--- src/rtl/owm_pkg.sv ---
package owm_pkg;
  localparam int CNT_W  = 10;
  localparam int BYTE_W = 8;
  localparam int IDX_W  = $clog2(BYTE_W);

  // control register bit positions
  localparam int CTL_RST    = 0;
  localparam int CTL_FORCE  = 1;
  localparam int CTL_SOFT   = 2;
  localparam int CTL_FAST   = 3;
  localparam int CTL_DIRECT = 4;

  typedef enum logic [1:0] {SQ_IDLE, SQ_RESET, SQ_SLOT} sq_state_e;

  // all values in ticks, counted from the start of the phase
  function automatic logic [CNT_W-1:0] low_one(input logic fast);
    return fast ? CNT_W'(1) : CNT_W'(6);
  endfunction
  function automatic logic [CNT_W-1:0] low_zero(input logic fast);
    return fast ? CNT_W'(8) : CNT_W'(60);
  endfunction
  function automatic logic [CNT_W-1:0] sample_at(input logic fast);
    return fast ? CNT_W'(2) : CNT_W'(15);
  endfunction
  function automatic logic [CNT_W-1:0] slot_last(input logic fast);
    return fast ? CNT_W'(9) : CNT_W'(69);
  endfunction
  function automatic logic [CNT_W-1:0] reset_low(input logic fast);
    return fast ? CNT_W'(60) : CNT_W'(480);
  endfunction
  function automatic logic [CNT_W-1:0] presence_at(input logic fast);
    return fast ? CNT_W'(69) : CNT_W'(550);
  endfunction
  function automatic logic [CNT_W-1:0] reset_last(input logic fast);
    return fast ? CNT_W'(119) : CNT_W'(959);
  endfunction
endpackage

--- src/rtl/owm_dq_sync.sv ---
module owm_dq_sync #(
  parameter int STAGES = 2
) (
  input  logic clk,
  input  logic rst_n,
  input  logic d,
  output logic q
);
  logic [STAGES-1:0] sr;

  always_ff @(posedge clk or negedge rst_n) begin
    if (!rst_n) sr <= '1;
    else        sr <= {sr[STAGES-2:0], d};
  end

  assign q = sr[STAGES-1];
endmodule

--- src/rtl/owm_slot_seq.sv ---
module owm_slot_seq
  import owm_pkg::*;
(
  input  logic clk,
  input  logic rst_n,
  input  logic clr,
  input  logic tick,
  input  logic fast,
  input  logic start_rst,
  input  logic start_slot,
  input  logic slot_bit,
  input  logic dq_s,
  output logic idle,
  output logic oe,
  output logic slot_done,
  output logic rst_done,
  output logic slot_sample,
  output logic pres_sample
);
  sq_state_e        state;
  logic [CNT_W-1:0] cnt;
  logic             fast_l;
  logic             bit_l;

  always_ff @(posedge clk or negedge rst_n) begin
    if (!rst_n) begin
      state       <= SQ_IDLE;
      cnt         <= '0;
      fast_l      <= 1'b0;
      bit_l       <= 1'b0;
      slot_sample <= 1'b0;
      pres_sample <= 1'b1;
    end else if (clr) begin
      state <= SQ_IDLE;
      cnt   <= '0;
    end else begin
      case (state)
        SQ_IDLE: begin
          cnt <= '0;
          if (start_rst) begin
            state  <= SQ_RESET;
            fast_l <= fast;
          end else if (start_slot) begin
            state  <= SQ_SLOT;
            fast_l <= fast;
            bit_l  <= slot_bit;
          end
        end
        SQ_RESET: if (tick) begin
          if (cnt == presence_at(fast_l)) pres_sample <= dq_s;
          if (cnt == reset_last(fast_l)) begin
            state <= SQ_IDLE;
            cnt   <= '0;
          end else cnt <= cnt + 1'b1;
        end
        SQ_SLOT: if (tick) begin
          if (cnt == sample_at(fast_l)) slot_sample <= dq_s;
          if (cnt == slot_last(fast_l)) begin
            state <= SQ_IDLE;
            cnt   <= '0;
          end else cnt <= cnt + 1'b1;
        end
        default: state <= SQ_IDLE;
      endcase
    end
  end

  assign idle      = (state == SQ_IDLE);
  assign slot_done = !clr && tick && (state == SQ_SLOT)  && (cnt == slot_last(fast_l));
  assign rst_done  = !clr && tick && (state == SQ_RESET) && (cnt == reset_last(fast_l));

  always_comb begin
    case (state)
      SQ_RESET: oe = (cnt < reset_low(fast_l));
      SQ_SLOT:  oe = (cnt < (bit_l ? low_one(fast_l) : low_zero(fast_l)));
      default:  oe = 1'b0;
    endcase
  end

  // the master has let go of the line by the last tick of every slot
  assert_slot_released_R4: assert property (@(posedge clk) disable iff (!rst_n)
    slot_done |-> !oe);
  // a reset phase never ends while the master still drives low
  assert_reset_released_R1: assert property (@(posedge clk) disable iff (!rst_n)
    rst_done |-> !oe);
endmodule

--- src/rtl/owm_low_watch.sv ---
module owm_low_watch #(
  parameter int LIMIT = 960
) (
  input  logic clk,
  input  logic rst_n,
  input  logic clr,
  input  logic tick,
  input  logic line_low,
  output logic hit
);
  localparam int LW = $clog2(LIMIT + 1);
  logic [LW-1:0] cnt;

  always_ff @(posedge clk or negedge rst_n) begin
    if (!rst_n)                    cnt <= '0;
    else if (clr || !line_low)     cnt <= '0;
    else if (tick && cnt != LW'(LIMIT)) cnt <= cnt + 1'b1;
  end

  assign hit = !clr && line_low && tick && (cnt == LW'(LIMIT));

  // a timeout only fires during a low that was already present a cycle earlier
  assert_hit_on_long_low_R6: assert property (@(posedge clk) disable iff (!rst_n)
    hit |-> (line_low && $past(line_low)));
endmodule

--- src/rtl/owm_engine.sv ---
module owm_engine
  import owm_pkg::*;
#(
  parameter int SINT_TICKS  = 960,
  parameter int SYNC_STAGES = 2
) (
  input  logic       clk,
  input  logic       rst_n,
  input  logic       tick,
  input  logic       ctl_we,
  input  logic [7:0] ctl_wdata,
  output logic [7:0] ctl_rdata,
  input  logic       data_we,
  input  logic [7:0] data_wdata,
  input  logic       data_re,
  output logic [7:0] data_rdata,
  input  logic       status_re,
  output logic [7:0] status,
  output logic       dq_oe,
  input  logic       dq_in
);
  logic fast_q, direct_q, force_q, soft_q, rst_req;
  logic [BYTE_W-1:0] tx_buf, sh_reg, rx_sh, rx_buf;
  logic tx_full, sh_busy, rx_full;
  logic [IDX_W-1:0] bit_idx;
  logic pres_flag, pres_res, sint_flag;

  logic dq_s, seq_idle, seq_oe, slot_done, rst_done, slot_sample, pres_sample, sint_hit;

  // named events shared by logic and assertions
  logic start_rst, load_evt, start_slot, byte_done, not_busy;
  assign start_rst  = tick && seq_idle && rst_req && !sh_busy && !soft_q;
  assign load_evt   = tick && seq_idle && tx_full && !sh_busy && !rst_req && !soft_q;
  assign start_slot = tick && seq_idle && sh_busy && !soft_q;
  assign byte_done  = slot_done && (bit_idx == IDX_W'(BYTE_W - 1));

  owm_dq_sync #(.STAGES(SYNC_STAGES)) u_sync (
    .clk(clk), .rst_n(rst_n), .d(dq_in), .q(dq_s));

  owm_slot_seq u_seq (
    .clk(clk), .rst_n(rst_n), .clr(soft_q), .tick(tick), .fast(fast_q),
    .start_rst(start_rst), .start_slot(start_slot), .slot_bit(sh_reg[0]),
    .dq_s(dq_s), .idle(seq_idle), .oe(seq_oe), .slot_done(slot_done),
    .rst_done(rst_done), .slot_sample(slot_sample), .pres_sample(pres_sample));

  owm_low_watch #(.LIMIT(SINT_TICKS)) u_watch (
    .clk(clk), .rst_n(rst_n), .clr(soft_q), .tick(tick),
    .line_low(!dq_s && !dq_oe), .hit(sint_hit));

  // control register
  always_ff @(posedge clk or negedge rst_n) begin
    if (!rst_n) begin
      fast_q <= 1'b0; direct_q <= 1'b0; force_q <= 1'b0; soft_q <= 1'b0; rst_req <= 1'b0;
    end else begin
      if (ctl_we) begin
        force_q  <= ctl_wdata[CTL_FORCE];
        soft_q   <= ctl_wdata[CTL_SOFT];
        fast_q   <= ctl_wdata[CTL_FAST];
        direct_q <= ctl_wdata[CTL_DIRECT];
      end
      if (soft_q)                            rst_req <= 1'b0;
      else if (ctl_we && ctl_wdata[CTL_RST]) rst_req <= 1'b1;
      else if (start_rst)                    rst_req <= 1'b0;
    end
  end

  // transmit buffer and shift register
  always_ff @(posedge clk or negedge rst_n) begin
    if (!rst_n) begin
      tx_buf <= '0; tx_full <= 1'b0; sh_reg <= '0; sh_busy <= 1'b0;
      bit_idx <= '0; rx_sh <= '0;
    end else if (soft_q) begin
      tx_full <= 1'b0; sh_busy <= 1'b0; bit_idx <= '0;
    end else begin
      if (data_we) begin
        tx_buf  <= data_wdata;
        tx_full <= 1'b1;
      end else if (load_evt) tx_full <= 1'b0;
      if (load_evt) begin
        sh_reg  <= tx_buf;
        sh_busy <= 1'b1;
        bit_idx <= '0;
      end else if (slot_done) begin
        sh_reg  <= sh_reg >> 1;
        rx_sh   <= {slot_sample, rx_sh[BYTE_W-1:1]};
        bit_idx <= bit_idx + 1'b1;
        if (byte_done) sh_busy <= 1'b0;
      end
    end
  end

  // receive buffer and flags
  always_ff @(posedge clk or negedge rst_n) begin
    if (!rst_n) begin
      rx_buf <= '0; rx_full <= 1'b0; pres_flag <= 1'b0; pres_res <= 1'b1; sint_flag <= 1'b0;
    end else begin
      if (byte_done) begin
        rx_buf  <= {slot_sample, rx_sh[BYTE_W-1:1]};
        rx_full <= 1'b1;
      end else if (data_re) rx_full <= 1'b0;
      if (rst_done) begin
        pres_flag <= 1'b1;
        pres_res  <= pres_sample;
      end else if (status_re) pres_flag <= 1'b0;
      if (sint_hit)       sint_flag <= 1'b1;
      else if (status_re) sint_flag <= 1'b0;
    end
  end

  assign not_busy   = seq_idle && !sh_busy && !tx_full && !rst_req && dq_s;
  assign dq_oe      = direct_q ? force_q : seq_oe;
  assign data_rdata = rx_buf;
  assign status     = {dq_s, not_busy, sint_flag, rx_full, !sh_busy, !tx_full, pres_res, pres_flag};
  assign ctl_rdata  = {dq_s, 2'b00, direct_q, fast_q, soft_q, force_q, rst_req};

  assert_tx_full_after_write_R3: assert property (@(posedge clk) disable iff (!rst_n)
    (data_we && !soft_q) |=> !status[2]);
  assert_shift_empty_after_byte_R4: assert property (@(posedge clk) disable iff (!rst_n)
    (byte_done && !load_evt) |=> status[3]);
  assert_rx_cleared_on_read_R5: assert property (@(posedge clk) disable iff (!rst_n)
    (data_re && !byte_done) |=> !status[4]);
  assert_presence_flag_R1: assert property (@(posedge clk) disable iff (!rst_n)
    rst_done |=> status[0]);
  assert_soft_abort_R8: assert property (@(posedge clk) disable iff (!rst_n)
    soft_q |=> (status[2] && status[3] && !seq_oe));
  assert_no_start_without_tick_R10: assert property (@(posedge clk) disable iff (!rst_n)
    (!tick && seq_idle) |=> seq_idle);
endmodule

--- config.mk ---
export PLATFORM = sky130hd
export DESIGN_NAME = owm_engine
export DESIGN_NICKNAME = d
export VERILOG_FILES = /design/src/rtl/owm_pkg.sv /design/src/rtl/owm_dq_sync.sv /design/src/rtl/owm_slot_seq.sv /design/src/rtl/owm_low_watch.sv /design/src/rtl/owm_engine.sv
export SDC_FILE = /design/constraint.sdc
export NUM_CORES = 1
export LEC_CHECK = 0
export ABC_AREA = 1
export CORE_MARGIN = 1.5
export CORE_UTILIZATION = 61
export DETAILED_ROUTE_END_ITERATION = 10
export PLACE_DENSITY = 0.85
export SYNTH_ARGS = -nofsm -noshare
export SYNTH_HDL_FRONTEND = slang
export SYNTH_HIERARCHICAL = 1
export SYNTH_SLANG_ARGS = --single-unit
--- constraint.sdc ---
create_clock -name clk -period 4 [get_ports clk]
set_clock_uncertainty 0.1 [all_clocks]
set_input_delay 0.8 -clock clk [delete_from_list [all_inputs] [get_ports clk]]
set_output_delay 0.8 -clock clk [all_outputs]
set_load 0.01 [all_outputs]
==> impl_metrics.tcl, run 1 <==
set metrics [dict create \
    status "finished clean" \
    ctsHtreeMaxLevel 3 \
    pin_count 49 \
    path_class "flop to output port" \
    dp.cells 673 \
    postCtsHoldBufs 0 \
    drive_above_1_share 0.130 \
    post_drt_wl_per_cell_um 13.2 \
    cts-root-buf "clkbuf_8" \
    place_congestion 0.957 \
    r2r_setup_slack_ps 1000 \
    wirelength_um 9120 \
    min_to "u_sync/sr[1]" \
    dieArea_mm2 0.00776 \
    avgSynthCellArea_um2 7.93 \
    syn_area_mm2 0.00442 \
    layout_commonest_cell "nand2_1" \
    drv_cap 0 \
    grt_use_total 0.254 \
    arrival_ps 2840 \
    hp-start "u_sync/sr[0]" \
    cellPowerDensity_mw_per_mm2 420 \
    cts_setup_buffers 0 \
    use_met2 0.434 \
    grt_pass1_wl_um 15300 \
    r2r_end "sint_flag" \
    use_met1 0.321 \
    final_cell_mix "153 x nand2_1, 69 x dfrtp_1, 64 x inv_1" \
    dp_hpwl_um 6570 \
    setup_tns_ps 0 \
    worstHoldPathCells 0 \
    vias 3652 \
    reg2reg_depth 18 \
    period_needed_ps 3740 \
    reg2reg_from "u_seq/fast_l" \
    area_delta_synth_final_pct 12.9 \
    grt_max_degree 74 \
    hp-class "flop to flop" \
    cts_tree "done" \
    slew_viol_final 0 \
    stdcell_count 689 \
    worstMarginPinSlew_ps 901 \
    ff_latch_area_mm2 0.00183 \
    rsz0062_at_grt "no" \
    ys.warnings.count 6 \
    start_kind "flop" \
    dr.pass1.iters 6 \
    hold_violations 0 \
    period_share 0.936 \
    grt_pass1_vias 3377 \
    crit_fanout 10 \
    multi_input_area_mm2 0.00211 \
    crit_required_ps 3100 \
    ys_ff_latch 73 \
    io_buffers 43 \
    fin_nets 632 \
    cts_buffers 9 \
    n_antenna_cell 0 \
    clk_pin_slew_ps 80 \
    dp_slack_ps 664 \
    vias_per_cell 5.30 \
    clkSinkCount 73 \
    initial_core_util 0.639 \
    synth-seq-area-share 0.415 \
    clock_path_buffers 2 \
    die-height_um 88.1 \
    drtAntennaViolNets 0 \
    num-fill-cells 557 \
    die_x_um 88.1 \
    num_rows 30 \
    fmax_mhz 267 \
    worstSkewPairLatency_ps 340 \
    endpoint_kind "output port" \
    grt-ovfl-total 0 \
    setup_ws_ps 255 \
    top_usage_layer "met2" \
    core_mm2 0.00691 \
    drc 0 \
    p_leak_nw 2.39 \
    setup_violations 0 \
    grt_use_met3 0.0584 \
    synthCells 557 \
    dr.first_iter.drc_count 197 \
    post_cts_resized 0 \
    max_slew_margin 0.399 \
    antenna_found_initial 0 \
    largestRegisters "u_seq/cnt: 10 flops, u_watch/cnt: 10 flops" \
    synth_cell_types 42 \
    vdd_drop_max_uv 246 \
]
[per-stage QoR]
stage | hold slack [ps] | power (mW) | util | instance area, um^2
3_3_place_gp | 246 | 1.49 | 0.693 | 4780
4_1_cts | 272 | 2.11 | 0.722 | 4990
6_report | 270 | 2.10 | 0.722 | 4990
3_5_place_dp | 252 | 1.51 | 0.693 | 4780
5_1_grt | 273 | 2.23 | 0.722 | 4990
2_1_floorplan | 245 | 1.35 | - | 4420
[worst max-delay path: stages (launching register included)]
cell             delay, ps
dfrtp_1                540
inv_2                  210
nand2_1                100
ha_1                   300
nand2_1                 70
inv_1                   50
nand2_1                 60
nand2_1                 40
nor2_1                  90
nand3_1                 80
a21oi_1                200
nand2_1                 70
o21ai_0                 90
clkdlybuf4s50_1        590
[layer usage]
metal / wire length [um] / part of all wire / vias to the layer above
met2: 4650 / 0.51 / 94
met4: 89 / 0.0098 / 0
met1: 3980 / 0.44 / 1725
met5: 0 / 0 / -
li1: - / - / 1823
met3: 403 / 0.044 / 10
[cells in the mapped netlist, drive strengths merged]
master	number	area, um^2
mux2	3	33.8
xnor2	1	8.76
nand4	21	131
buf	23	179
nand3	40	233
nor3	12	70.1
o21bai	3	22.5
dfstp	4	105
inv	75	282
nor4	1	6.26
o21a	1	7.51
nand3b	4	30.0
or2	1	6.26
dfrtp	69	1730
conb	1	3.75
nand2	165	664
clkinv	1	3.75
a21o	1	7.51
clkbuf	2	8.75
xor2	4	35.0
nor2	53	293
o21ai	34	204
a21oi	16	80.1
o31ai	1	12.5
ha	20	250
a21boi	1	11.3
[power by group]
| part | switching (mW) | total, mW | leakage [nW] | internal [mW] |
|---|---|---|---|---|
| sequential | 0.0842 | 0.906 | 0.945 | 0.822 |
| combinational | 0.385 | 0.605 | 1.35 | 0.220 |
| clock | 0.280 | 0.586 | 0.103 | 0.306 |
| total | 0.748 | 2.10 | 2.39 | 1.35 |
[kinds of logic (layout without fill, tap and decap cells)]
group / Yosys count / count (layout) / synth area share
simple gates: 297 / 297 / 0.325
buf+inv: 101 / 136 / 0.107
flops: 73 / 73 / 0.415
compound gates: 57 / 57 / 0.0782
fa+ha+maj: 20 / 20 / 0.0567
xor+xnor: 5 / 5 / 0.00992
mux: 3 / 3 / 0.00765
other cells: 1 / 2 / 0.000849
[layout make-up]
class / instances / area share
Clock inverter: 6 / 0.0130
Tap cell: 96 / 0.0241
Inverter: 76 / 0.0572
Timing Repair Buffer: 44 / 0.0868
Multi-Input combinational cell: 384 / 0.424
Clock buffer: 10 / 0.0276
Sequential cell: 73 / 0.367
[worst max-delay path by stage]
stage,slack [ps],cells past startpoint,start,endpoint
3_3_place_gp,730,11,u_seq/fast_l,dq_oe
4_1_cts,270,11,u_seq/fast_l,dq_oe
3_5_place_dp,660,11,u_seq/fast_l,dq_oe
6_report,260,13,u_seq/fast_l,dq_oe
5_1_grt,90,12,u_seq/fast_l,dq_oe
2_1_floorplan,1450,19,u_seq/fast_l,u_watch/cnt[0]
Power figures use the tool's default switching activity.
==> run 2: changes to the inputs <==
--- a/config.mk
+++ b/config.mk
@@ -9,8 +9,7 @@
 export CORE_MARGIN = 1.5
 export CORE_UTILIZATION = 61
 export DETAILED_ROUTE_END_ITERATION = 10
-export PLACE_DENSITY = 0.85
+export PLACE_DENSITY = 0.86
 export SYNTH_ARGS = -nofsm -noshare
 export SYNTH_HDL_FRONTEND = slang
-export SYNTH_HIERARCHICAL = 1
 export SYNTH_SLANG_ARGS = --single-unit
==> run 2 against run 1 <==
Net effect: the flow now finishes with violations (DRC); non-clock buffer count increased by 1; critical path depth unchanged; global-route usage increased by 1.0 points; hold slack got worse by 11 ps.
==> impl_metrics.tcl, run 2 <==
set metrics [dict create \
    final_cell_mix "126 x nand2_1, 69 x dfrtp_1, 64 x inv_1" \
    stdcell_count 616 \
    violations "DRC" \
    grt-ovfl-total 0 \
    worstMarginPinSlew_ps 528 \
    post_cts_resized 0 \
    top_usage_layer "met2" \
    synth_top_cell_by_area "dfrtp_1" \
    clock_path_buffers 2 \
    holdWs_ps 259 \
    endpoint_kind "output port" \
    cts_buffers 9 \
    area_delta_synth_final_pct 15.4 \
    drc 1 \
    period_share 0.889 \
    slew_viol_final 0 \
    min_to "u_sync.sr[1]" \
    postCtsHoldBufs 0 \
    synthCells 497 \
    vdd_drop_max_uv 313 \
    die-height_um 85.3 \
    use_met2 0.454 \
    pin_count 49 \
    worstHoldPathCells 0 \
    netlist_top_cells_area "dfrtp_1 42%, nand2_1 11%, ha_1 6.1%" \
    crit_required_ps 3100 \
    largestRegisters "u_seq.cnt: 10 flops, u_watch.cnt: 10 flops" \
    antenna_found_initial 0 \
    ys.flop_type "dfrtp_1" \
    clkSinkCount 73 \
    io_buffers 43 \
    path_class "flop to output port" \
    syn_area_mm2 0.00414 \
    rsz0062_at_grt "no" \
    grt_max_degree 27 \
    final_util 0.739 \
    synth_commonest_cells "126 x nand2_1, 69 x dfrtp_1, 64 x inv_1" \
    drv_cap 0 \
    synth.most_common_cell "nand2_1" \
    clk_pin_slew_ps 80 \
    drive_above_1_share 0.135 \
    ys_ff_latch 73 \
    async_reset_ff_frac 1.00 \
    ctsHtreeMaxLevel 3 \
    synth_top_area_share 0.418 \
    die_x_um 85.3 \
    use_met1 0.331 \
    dr.first_iter.drc_count 225 \
    dp.cells 600 \
    start_kind "flop" \
    num-fill-cells 488 \
    grt_pass1_wl_um 15200 \
    hp-start "u_sync.sr[0]" \
    post_drt_wl_per_cell_um 14.2 \
    synth_cell_types 39 \
    cts_tree "done" \
    reg2reg_depth 8 \
    num_rows 29 \
    reg2reg_from "u_seq.fast_l" \
    max_slew_margin 0.648 \
    hp-class "flop to flop" \
    synth-seq-area-share 0.443 \
    cellPowerDensity_mw_per_mm2 487 \
    dp_hpwl_um 6280 \
    crit_path_top_delay_cell "dfrtp_1" \
    grt_pass1_vias 3499 \
    wirelength_um 8750 \
    r2r_end "data_rdata[0]" \
    dieArea_mm2 0.00728 \
    worstSkewPairLatency_ps 350 \
    hold_violations 0 \
    setup_violations 0 \
    n_antenna_cell 0 \
    worstPathCellList "inv_2 > nand2_1 > ha_1 > nand2_1 > inv_1 > nand2_1 > nand2_1 > nor2_1 > nand3_1 > nand2_1 > nand2_1 > nand2_1 > clkdlybuf4s50_1" \
    arrival_ps 2660 \
    drtAntennaViolNets 0 \
    setup_tns_ps 0 \
    period_needed_ps 3560 \
    critical-path-max-stage-delay_ps 610 \
    ys.warnings.count 0 \
    layout_commonest_cell "nand2_1" \
    fmax_mhz 281 \
    vias_per_cell 5.51 \
    synth_edf_count 0 \
    crit_fanout 11 \
    fin_nets 578 \
    grt_use_met3 0.0418 \
    core_mm2 0.00646 \
    grt_use_total 0.264 \
    initial_core_util 0.640 \
    cts-root-buf "clkbuf_8" \
    place_congestion 0.953 \
    r2r_setup_slack_ps 1570 \
    status "finished, violations left" \
    cts_setup_buffers 0 \
    vias 3393 \
    avgSynthCellArea_um2 8.32 \
    dr.pass1.iters 10 \
    cp_common_cell "nand2_1" \
    p_leak_nw 2.33 \
]
-- run 2: cell count changes after synthesis, moves of 4 or more --
cell	change
buf_2	-4
inv_2	-5
mux2_2	+9
nand2_1	-27
nand3_1	-6
nand3b_1	-4
nand4_1	-15
nor3_1	-5
o211ai_1	+6
-- run 2: through the flow --
| stage | cell area, um^2 | total power, mW | setup slack, ps |
|---|---|---|---|
| floorplan | 4140 | 1.38 | 1570 |
| global placement | 4510 | 1.52 | 926 |
| detailed placement | 4510 | 1.55 | 836 |
| CTS | 4770 | 2.32 | 446 |
| global route | 4770 | 2.44 | 232 |
| finish | 4770 | 2.32 | 442 |
-- run 2: critical path: cells and delay by family (launching register included) --
family        cells  cell delay [ps]
fa+ha+maj         1              250
buf+inv           3              730
simple gates      9              710
flops             1              610
-- run 2: worst max path at each step --
stage | startpoint | endpoint | slack [ps]
6_report | u_seq.fast_l | dq_oe | 440
5_1_grt | u_seq.fast_l | dq_oe | 230
4_1_cts | u_seq.fast_l | dq_oe | 450
3_5_place_dp | u_seq.fast_l | dq_oe | 840
3_3_place_gp | u_seq.fast_l | dq_oe | 930
2_1_floorplan | u_seq.fast_l | dq_oe | 1570
-- run 2: power by group --
part / leakage [nW] / switching [mW] / total (mW) / internal [mW]
Sequential: 0.928 / 0.0782 / 0.911 / 0.833
Clock: 0.133 / 0.290 / 0.768 / 0.478
Combinational: 1.26 / 0.409 / 0.646 / 0.237
-- run 2: kinds of logic (layout without fill, tap and decap cells) --
family | after synthesis | after routing | share of synthesized area
buffers and inverters | 91 | 132 | 0.106
adders and majority gates | 20 | 20 | 0.0605
muxes | 13 | 13 | 0.0348
xor gates and xnor gates | 1 | 1 | 0.00212
other | 1 | 2 | 0.000907
DFF | 73 | 73 | 0.443
AOI/OAI and AO/OA | 66 | 66 | 0.0983
and+or+nand+nor | 232 | 232 | 0.254
-- run 2: cell type report --
| cell class | count | area, um^2 | area share |
|---|---|---|---|
| multi-input combinational | 334 | 1870 | 0.392 |
| clock buffer | 9 | 124 | 0.0260 |
| timing repair buffer | 45 | 440 | 0.0923 |
| sequential | 73 | 1830 | 0.384 |
| tap | 77 | 96.3 | 0.0202 |
| clock inverter | 7 | 143 | 0.0299 |
| inverter | 71 | 269 | 0.0564 |
-- run 2: metal layers --
metal | routed length, um | share of wire | vias up
met3 | 428 | 0.049 | 23
met4 | 209 | 0.024 | 0
met2 | 4340 | 0.50 | 117
met5 | 0 | 0 | -
li1 | - | - | 1656
met1 | 3780 | 0.43 | 1597
